## config.mk

```make
export PLATFORM = sky130hd
export DESIGN_NAME = sdram_pwr_seq
export DESIGN_NICKNAME = d
export VERILOG_FILES = /design/src/rtl/sdram_pwr_pkg.sv /design/src/rtl/sdram_ref_timer.sv /design/src/rtl/sdram_wait_cnt.sv /design/src/rtl/sdram_cmd_enc.sv /design/src/rtl/sdram_pwr_seq.sv
export SDC_FILE = /design/constraint.sdc
export NUM_CORES = 1
export LEC_CHECK = 0
export ABC_AREA = 1
export BUFFER_PORTS_ARGS = -buffer_cell sky130_fd_sc_hd__buf_2
export CORE_MARGIN = 2
export CORE_UTILIZATION = 55
export CTS_CLUSTER_SIZE = 24
export DETAILED_ROUTE_END_ITERATION = 12
export HOLD_SLACK_MARGIN = 0.03
export PLACE_DENSITY = 0.74
export SLEW_MARGIN = 10
export SYNTH_ARGS = -nofsm -noshare
export SYNTH_HDL_FRONTEND = slang
export SYNTH_SLANG_ARGS = --single-unit
export TNS_END_PERCENT = 30
```

## constraint.sdc

```tcl
create_clock -name clk -period 5 [get_ports clk]
set_clock_uncertainty 0.2 [all_clocks]
set_input_delay 0.25 -clock clk [delete_from_list [all_inputs] [get_ports clk]]
set_output_delay 0.25 -clock clk [all_outputs]
set_load 0.02 [all_outputs]
```

## src/rtl/sdram_pwr_pkg.sv

```systemverilog
package sdram_pwr_pkg;

  typedef enum logic [3:0] {
    ST_IDLE,
    ST_AREF,
    ST_RFC_WAIT,
    ST_SREF_ENTRY,
    ST_SREF,
    ST_SREF_EXIT,
    ST_DPD_ENTRY,
    ST_DPD,
    ST_DPD_EXIT
  } pm_state_e;

  typedef struct packed {
    logic cs_n;
    logic ras_n;
    logic cas_n;
    logic we_n;
  } sdr_cmd_t;

  localparam sdr_cmd_t CMD_NOP = '{cs_n: 1'b0, ras_n: 1'b1, cas_n: 1'b1, we_n: 1'b1};
  localparam sdr_cmd_t CMD_REF = '{cs_n: 1'b0, ras_n: 1'b0, cas_n: 1'b0, we_n: 1'b1};
  localparam sdr_cmd_t CMD_DPD = '{cs_n: 1'b0, ras_n: 1'b1, cas_n: 1'b1, we_n: 1'b0};
  localparam sdr_cmd_t CMD_DES = '{cs_n: 1'b1, ras_n: 1'b1, cas_n: 1'b1, we_n: 1'b1};

  function automatic logic is_low_power(pm_state_e s);
    return (s == ST_SREF_ENTRY) || (s == ST_SREF) || (s == ST_SREF_EXIT) ||
           (s == ST_DPD_ENTRY)  || (s == ST_DPD)  || (s == ST_DPD_EXIT);
  endfunction

endpackage

```

## src/rtl/sdram_ref_timer.sv

```systemverilog
module sdram_ref_timer #(
  parameter int PERIOD   = 1953,
  parameter int MAX_OWED = 8
) (
  input  logic clk,
  input  logic rst_n,
  input  logic clr_i,
  input  logic dec_i,
  output logic due_o
);
  localparam int CNT_W  = (PERIOD > 2) ? $clog2(PERIOD) : 1;
  localparam int OWED_W = $clog2(MAX_OWED + 1);

  logic [CNT_W-1:0]  cnt_q, cnt_d;
  logic [OWED_W-1:0] owed_q, owed_d;
  logic              tick;

  assign tick = (cnt_q == CNT_W'(PERIOD - 1));

  always_comb begin
    if (clr_i || tick) cnt_d = '0;
    else               cnt_d = cnt_q + 1'b1;
  end

  always_comb begin
    owed_d = owed_q;
    if (clr_i)
      owed_d = '0;
    else if (tick && !dec_i && (owed_q != OWED_W'(MAX_OWED)))
      owed_d = owed_q + 1'b1;
    else if (dec_i && !tick)
      owed_d = owed_q - 1'b1;
  end

  always_ff @(posedge clk or negedge rst_n) begin
    if (!rst_n) begin
      cnt_q  <= '0;
      owed_q <= '0;
    end else begin
      cnt_q  <= cnt_d;
      owed_q <= owed_d;
    end
  end

  assign due_o = (owed_q != '0);

  AST_OWED_CAP: assert property (@(posedge clk) disable iff (!rst_n)
    owed_q <= OWED_W'(MAX_OWED));
  AST_DEC_HAS_OWED: assert property (@(posedge clk) disable iff (!rst_n)
    dec_i |-> (owed_q != '0));
  AST_CLR_DROPS_DUE: assert property (@(posedge clk) disable iff (!rst_n)
    clr_i |=> !due_o);

endmodule

```

## src/rtl/sdram_wait_cnt.sv

```systemverilog
module sdram_wait_cnt #(
  parameter int W = 4
) (
  input  logic         clk,
  input  logic         rst_n,
  input  logic         ld_i,
  input  logic [W-1:0] ld_val_i,
  output logic         zero_o
);
  logic [W-1:0] cnt_q, cnt_d;
  logic         cnt_en;

  assign cnt_en = ld_i || (cnt_q != '0);

  always_comb begin
    if (ld_i) cnt_d = ld_val_i;
    else      cnt_d = cnt_q - 1'b1;
  end

  always_ff @(posedge clk or negedge rst_n) begin
    if (!rst_n)      cnt_q <= '0;
    else if (cnt_en) cnt_q <= cnt_d;
  end

  assign zero_o = (cnt_q == '0);

endmodule

```

## src/rtl/sdram_cmd_enc.sv

```systemverilog
module sdram_cmd_enc
  import sdram_pwr_pkg::*;
(
  input  logic      clk,
  input  logic      rst_n,
  input  pm_state_e state_i,
  output sdr_cmd_t  cmd_o,
  output logic      cke_o,
  output logic      busy_o
);
  always_comb begin
    cmd_o = CMD_NOP;
    cke_o = 1'b1;
    unique case (state_i)
      ST_AREF:       cmd_o = CMD_REF;
      ST_SREF_ENTRY: begin cmd_o = CMD_REF; cke_o = 1'b0; end
      ST_SREF:       begin cmd_o = CMD_DES; cke_o = 1'b0; end
      ST_DPD_ENTRY:  begin cmd_o = CMD_DPD; cke_o = 1'b0; end
      ST_DPD:        begin cmd_o = CMD_DES; cke_o = 1'b0; end
      default:       ;
    endcase
  end

  assign busy_o = (state_i != ST_IDLE);

  AST_BUSY_WHEN_CKE_LOW: assert property (@(posedge clk) disable iff (!rst_n)
    !cke_o |-> busy_o);

endmodule

```

## src/rtl/sdram_pwr_seq.sv

```systemverilog
module sdram_pwr_seq
  import sdram_pwr_pkg::*;
#(
  parameter int CLK_KHZ    = 125000,
  parameter int T_RFC_CYC  = 10,
  parameter int T_RAS_CYC  = 6,
  parameter int T_XSR_CYC  = 15,
  parameter int T_DPDX_CYC = 2,
  parameter int MAX_OWED   = 8
) (
  input  logic clk,
  input  logic rst_n,
  input  logic ref_gnt_i,
  input  logic sref_req_i,
  input  logic dpd_req_i,
  input  logic banks_idle_i,
  output logic ref_due_o,
  output logic busy_o,
  output logic cke_o,
  output logic cs_n_o,
  output logic ras_n_o,
  output logic cas_n_o,
  output logic we_n_o
);
  localparam int REF_PERIOD = int'((64'(CLK_KHZ) * 64'd15625) / 64'd1000000);
  localparam int XSR_EFF    = (T_XSR_CYC < 2) ? 2 : T_XSR_CYC;
  localparam int WT_M1      = (T_RFC_CYC > T_RAS_CYC) ? T_RFC_CYC : T_RAS_CYC;
  localparam int WT_M2      = (XSR_EFF > T_DPDX_CYC) ? XSR_EFF : T_DPDX_CYC;
  localparam int WT_MAX     = (WT_M1 > WT_M2) ? WT_M1 : WT_M2;
  localparam int WT_W       = $clog2(WT_MAX + 1);

  pm_state_e        state_q, state_d;
  logic             wt_ld, wt_zero;
  logic [WT_W-1:0]  wt_val;
  logic             ref_due;
  sdr_cmd_t         cmd;

  sdram_ref_timer #(.PERIOD(REF_PERIOD), .MAX_OWED(MAX_OWED)) u_tmr (
    .clk   (clk),
    .rst_n (rst_n),
    .clr_i (is_low_power(state_q)),
    .dec_i (state_q == ST_AREF),
    .due_o (ref_due)
  );

  sdram_wait_cnt #(.W(WT_W)) u_wait (
    .clk      (clk),
    .rst_n    (rst_n),
    .ld_i     (wt_ld),
    .ld_val_i (wt_val),
    .zero_o   (wt_zero)
  );

  sdram_cmd_enc u_enc (
    .clk     (clk),
    .rst_n   (rst_n),
    .state_i (state_q),
    .cmd_o   (cmd),
    .cke_o   (cke_o),
    .busy_o  (busy_o)
  );

  always_comb begin
    state_d = state_q;
    wt_ld   = 1'b0;
    wt_val  = '0;
    unique case (state_q)
      ST_IDLE: begin
        if (ref_due && ref_gnt_i) begin
          state_d = ST_AREF;
          wt_ld   = 1'b1;
          wt_val  = WT_W'(T_RFC_CYC - 1);
        end else if (sref_req_i && banks_idle_i) begin
          state_d = ST_SREF_ENTRY;
          wt_ld   = 1'b1;
          wt_val  = WT_W'(T_RAS_CYC - 1);
        end else if (dpd_req_i && banks_idle_i) begin
          state_d = ST_DPD_ENTRY;
        end
      end
      ST_AREF:     state_d = ST_RFC_WAIT;
      ST_RFC_WAIT: begin
        if (wt_zero) begin
          if (ref_due && ref_gnt_i) begin
            state_d = ST_AREF;
            wt_ld   = 1'b1;
            wt_val  = WT_W'(T_RFC_CYC - 1);
          end else begin
            state_d = ST_IDLE;
          end
        end
      end
      ST_SREF_ENTRY: state_d = ST_SREF;
      ST_SREF: begin
        if (wt_zero && !sref_req_i) begin
          state_d = ST_SREF_EXIT;
          wt_ld   = 1'b1;
          wt_val  = WT_W'(XSR_EFF - 1);
        end
      end
      ST_SREF_EXIT: if (wt_zero) state_d = ST_IDLE;
      ST_DPD_ENTRY: state_d = ST_DPD;
      ST_DPD: begin
        if (!dpd_req_i) begin
          state_d = ST_DPD_EXIT;
          wt_ld   = 1'b1;
          wt_val  = WT_W'(T_DPDX_CYC - 1);
        end
      end
      ST_DPD_EXIT: if (wt_zero) state_d = ST_IDLE;
      default:     state_d = ST_IDLE;
    endcase
  end

  always_ff @(posedge clk or negedge rst_n) begin
    if (!rst_n) state_q <= ST_IDLE;
    else        state_q <= state_d;
  end

  assign ref_due_o = ref_due;
  assign cs_n_o    = cmd.cs_n;
  assign ras_n_o   = cmd.ras_n;
  assign cas_n_o   = cmd.cas_n;
  assign we_n_o    = cmd.we_n;

  AST_CKE_FALL_ENCODING: assert property (@(posedge clk) disable iff (!rst_n)
    $fell(cke_o) |-> (!cs_n_o && ((!ras_n_o && !cas_n_o && we_n_o) ||
                                  (ras_n_o && cas_n_o && !we_n_o))));
  AST_ENTRY_NEEDS_IDLE: assert property (@(posedge clk) disable iff (!rst_n)
    $fell(cke_o) |-> $past(banks_idle_i));
  AST_SREF_HOLD: assert property (@(posedge clk) disable iff (!rst_n)
    (state_q == ST_SREF && sref_req_i) |=> !cke_o);
  AST_DPD_HOLD: assert property (@(posedge clk) disable iff (!rst_n)
    (state_q == ST_DPD && dpd_req_i) |=> !cke_o);
  AST_REF_NEEDS_GRANT: assert property (@(posedge clk) disable iff (!rst_n)
    (state_q == ST_AREF) |-> ($past(ref_gnt_i) && $past(ref_due)));

endmodule

```

==> Word level (Yosys, flattened, before mapping) <==
Cells that the tools add are included.
{ "word_totals": {"register_bits": 23, "in_bits": 6, "out_inout_bits": 7, "wordCells": 81} }
{ "op_classes": {"add_sub_neg": 4, "eq_ne": 15, "mux": 30, "n_reduce_logical": 28} }
{ "ops": {"columns": ["operator", "n"], "rows": [
  ["$mux 4", 15],
  ["$pmux 4 s8", 1],
  ["$eq 4x3->1 const B", 4],
  ["$pmux 4 s4", 1],
  ["$pmux 4 s3", 1],
  ["$reduce_bool 4->1", 3],
  ["$add 11x1->11 const B", 1],
  ["$eq 11x11->1 const B", 1],
  ["$mux 11", 1],
  ["$mux 1", 9],
  ["$eq 4x2->1 const B", 2],
  ["$logic_not 4->1", 2],
  ["$ne 4x4->1 const B", 2],
  ["$sub 4x1->4 const B", 2],
  ["$logic_and 1x1->1", 7],
  ["$logic_or 1x1->1", 7],
  ["$reduce_or 2->1", 3],
  ["$reduce_and 5->1", 1],
  ["$add 4x1->4 const B", 1],
  ["$eq 4x1->1 const B", 1],
  ["$eq 4x4->1 const B", 1],
  ["$ne 2x1->1 const B", 2],
  ["$ne 2x2->1 const B", 2],
  ["$pmux 1 s4", 1],
  ["other kinds (4)", 6]
]} }

==> Longest topological paths before layout <==
{ "logic_depth": {"ltp_word": 8, "depth_mapped": 16, "mapped_depth_nobuf": 16} }

==> Modules after synthesis <==
From an unflattened synthesis, not the netlist that was laid out.
{ "unflattened": {"cells_unflattened": 247, "hier_area_um2": 1710.4} }
{ "modules_own_cells": {"columns": ["mod", "instances", "cells_each", "area_each_um2", "seq_area_each_um2"], "rows": [
  ["sdram_ref_timer", 1, 120, 969.7, 375.4],
  ["sdram_pwr_seq", 1, 74, 422.9, 100.1],
  ["sdram_wait_cnt", 1, 35, 242.7, 100.1],
  ["sdram_cmd_enc", 1, 18, 75.1, 0.0]
]} }

==> Worst setup path after synthesis <==
Ideal clock, no wire load.
{ "synth_timing": {"path_kind": "register to register", "startpoint": "register u_tmr.cnt_q[0]", "endpoint": "register u_tmr.owed_q[3]", "setup_ns": 0.117, "arrival_time_ns": 1.854, "t_required_ns": 4.683, "setup_slack_ns": 2.829, "path_stages_with_launch": 17, "synth_period_minus_slack_ns": 2.171, "cell_sequence": "dfrtp_1 > inv_1 > ha_1 > nand2_1 > nor2_1 > nand3_1 > inv_1 > nand2_2 > ha_1 > a21oi_1 > nand2_1 > nand2_1 > nand2_1 > nand2_1 > nand2_1 > nand2_1 > nand2_1"} }
{ "synth_via": {"elab_chain_cells": 5, "elab_cells_between_ends": 8, "classes_between": "eq/ne (1); mux (2); reduce/logical (5)"} }
{ "synth_rtl": {"columns": ["element", "line", "text"], "rows": [
  ["from (decl)", "sdram_ref_timer.sv:14", "logic [CNT_W-1:0] cnt_q, cnt_d;"],
  ["from (signal assigned)", "sdram_ref_timer.sv:40", "cnt_q <= cnt_d;"],
  ["$eq 11x11->1 (*)", "sdram_ref_timer.sv:18", "assign tick = (cnt_q == CNT_W'(PERIOD - 1));"],
  ["$logic_and 1x1->1 (2 in a row)", "sdram_ref_timer.sv:29", "else if (tick && !dec_i && (owed_q != OWED_W'(MAX_OWED)))"],
  ["$mux 4", "sdram_ref_timer.sv:29", null],
  ["$mux 4", "sdram_ref_timer.sv:27", "if (clr_i)"],
  ["to (signal assigned)", "sdram_ref_timer.sv:41", "owed_q <= owed_d;"],
  ["to (decl)", "sdram_ref_timer.sv:15", "logic [OWED_W-1:0] owed_q, owed_d;"]
]} }
Every way passes the cells marked *; elsewhere a longest branch is shown, timed or not.
A chain may end at the register's enable or synchronous reset.

==> Final worst setup path <==
Ends and elaborated chain as after synthesis.

==> flow_summary.yaml <==
critical_path:
  rrSetupSlack_ns: 2.67
  path_class: "flop to flop"
  cp_data_arrival_time_ns: 2.35
  endpoint_kind: "flop"
  worst-path-buf-inv: 2
  worstPathCellList: "inv_1, ha_1, nand2_1, nor2_1, nand3_1, inv_1, nand2_2, ha_1, a21oi_1, nand2_1, nand2_1, nand2_1, nand2_1, nand2_1, nand2_1, nand2_1"
  worstSetupStartpointType: "flop"
  cp_common_cell: "nand2_1"
  critPathTopFamily: "simple AND/OR/NAND/NOR gates"
  crit_fanout: 8
  cpMaxStageDelayCell: "dfrtp_1"
  slowest_delay_ns: 0.43
  critPathRequiredTime_ns: 5.02
floorplanning:
  io_pins: 13
  die_x_um: 58.4
  dieArea_sq_mm: 0.00341
  die_h_um: 58.4
  num_rows: 19
  core_sq_mm: 0.00278
  start_util_pct: 58.4
synth:
  synth_compound_area_share_pct: 5.93
  syn_avg_cell_area_sq_um: 7.22
  ys_types: 30
  synth_fa_ha_area_share_pct: 5.85
  synth.area.mux_share_pct: 0
  yosysSeqAreaShare_pct: 35.4
  netlist_area_sq_mm: 0.00163
  synth_warnings: 0
  synth_top_family_by_area: "simple AND/OR/NAND/NOR gates"
  synth_fp_nets: 238
  yosys.area_share.simple_pct: 41.9
  synth_seq_cells: 23
  synth_cells: 225
  synth-xor-area-share_pct: 2.16
layout:
  nNetsFinal: 254
  final_common_cell: "nand2_1"
  design_area_sq_mm: 0.00174
  area_growth_syn_to_layout_pct: 7.24
  layout_common_cells: "62 x nand2_1, 30 x inv_1, 26 x nor2_1, 23 x dfrtp_1, 15 x nand3_1"
  final_util_pct: 62.7
  drive_above_1_share_pct: 17.1
  diodes: 0
  fill_cells: 270
route:
  drt_iter0_drc: 49
  highest_layer: "met4"
  vias: 1382
  wl_met1_mm: 1.62
  drc_errors: 0
  wl_mm: 2.92
  dr_wl_met3_um: 48
  drtPass1Iterations: 4
  met2_wirelength_mm: 1.21
  ant_nets: 0
  via_per_inst: 5.10
  detail_route.wl_per_cell_um: 10.8
global_route:
  grt_max_degree: 24
  grt_pass1_wl_mm: 5.15
  gr-total-overflow: 0
  grt_pass1_vias: 1211
  antenna_found_initial: 0
  grtUsageTotal_pct: 19.4
timing:
  finalCriticalPeriod_ns: 2.33
  fmax_mhz: 429
  fin_crit_sh_pct: 46.6
  maxSlewHeadroom_pct: 66.7
  worstMarginPinSlew_ns: 0.500
  hold_viol_final: 0
  slew_violations: 0
  setup_tns_ns: 0
  setup_violations: 0
  rsz0062_at_grt: "false"
  holdWs_ns: 0.0885
placement:
  post-dp-hpwl_mm: 2.27
  dpl_cell_area_sq_mm: 0.00171
  gp_congestion: 0.904
  io_buffer_count: 12
power:
  peakVddDrop_mv: 0.489
  cellLeakagePower_nw: 0.917
  power_density_mw_per_mm2: 577
  total_power_mw: 1.01
clocking:
  cts_tree: "built"
  cts_setup_buffers: 0
  cts_root_buf: "clkbuf_4"
  cts_buffers: 3
  cts.htree.levels: 1
  cts_hold_buf: 1
  cts_buffer_depth: 2
  cts.clk_slew.worst_paths_ns: 0.13
  cts.sinks: 23
  clk_latency_ns: 0.31
  post_cts_resized: 0
outcome:
  status: "complete, no violations"
min_path:
  hp-class: "input port to flop"
flow_run:
  cap_violations: 0
[final timing paths]
check	from	to	cells past startpoint
worst min register to register	u_tmr.cnt_q[0]	u_tmr.cnt_q[0]	1
max in group asynchronous	rst_n	state_q[0]	2
worst max-delay path	u_tmr.cnt_q[0]	u_tmr.owed_q[3]	16
min in group asynchronous	rst_n	u_wait.cnt_q[3]	2
worst max register to register	u_tmr.cnt_q[0]	u_tmr.owed_q[3]	16
worst min-delay path	dpd_req_i	state_q[3]	4
[area by class of cell]
class                           count  area [sq um]  share of cell area (%)
Tap cell                           31          38.8                    2.23
Clock inverter                      1          5.00                   0.287
Timing Repair Buffer               13          70.1                    4.02
Inverter                           33           124                    7.11
Multi-Input combinational cell    167           907                    52.0
Sequential cell                    23           576                    33.0
Clock buffer                        3          22.5                    1.29
[metrics by stage]
| step | setup WS [ns] | std cells |
|---|---|---|
| finish | 2.67 | 271 |
| global route | 2.41 | 271 |
| CTS | 2.66 | 271 |
| detailed placement | 2.68 | 266 |
| global placement | 2.74 | 266 |
| floorplan | 2.83 | 225 |
[synthesized netlist by cell type, drive strengths merged]
library cell	instances	share of area [%]
o211ai	2	0.92
buf	2	1.2
inv	33	7.6
nand4	8	3.1
nor3	4	1.5
a21oi	8	2.7
dfrtp	23	35
nand2	68	17
nor2	35	10
ha	6	4.6
xnor2	2	1.1
o21ai	4	1.2
fa	1	1.2
o22ai	1	0.39
nor3b	4	2.8
and3	1	0.39
xor2	2	1.1
nand3	16	5.2
nand3b	4	1.8
a21boi	1	0.69
[where the power goes]
group | switching (mW) | internal (mW)
Clock | 0.0573 | 0.0299
Combinational | 0.397 | 0.222
Sequential | 0.0558 | 0.244
[layer usage]
layer | vias to the layer above | GRT usage [%]
met2 | 9 | 28.7
met1 | 615 | 29.0
met5 | - | 0
met3 | 6 | 3.30
met4 | 0 | 5.98
li1 | 752 | -
[logic make-up (layout without fill, tap and decap cells)]
group | after synthesis | after routing
AOI/OAI and AO/OA | 16 | 16
buffers and inverters | 35 | 50
and+or+nand+nor | 140 | 140
adders and majority gates | 7 | 7
DFF | 23 | 23
xor gates and xnor gates | 4 | 4
[worst min-delay path: stages]
cell	delay [ns]
buf_2	0.10
nor2_1	0.07
inv_1	0.10
nand2_1	0.06
[state kept, by name, summed over array words and instances (netlist names)]
signal        cells
u_wait.cnt_q      4
u_tmr.owed_q      4
u_tmr.cnt_q      11
state_q           4
Power figures use the tool's default switching activity.
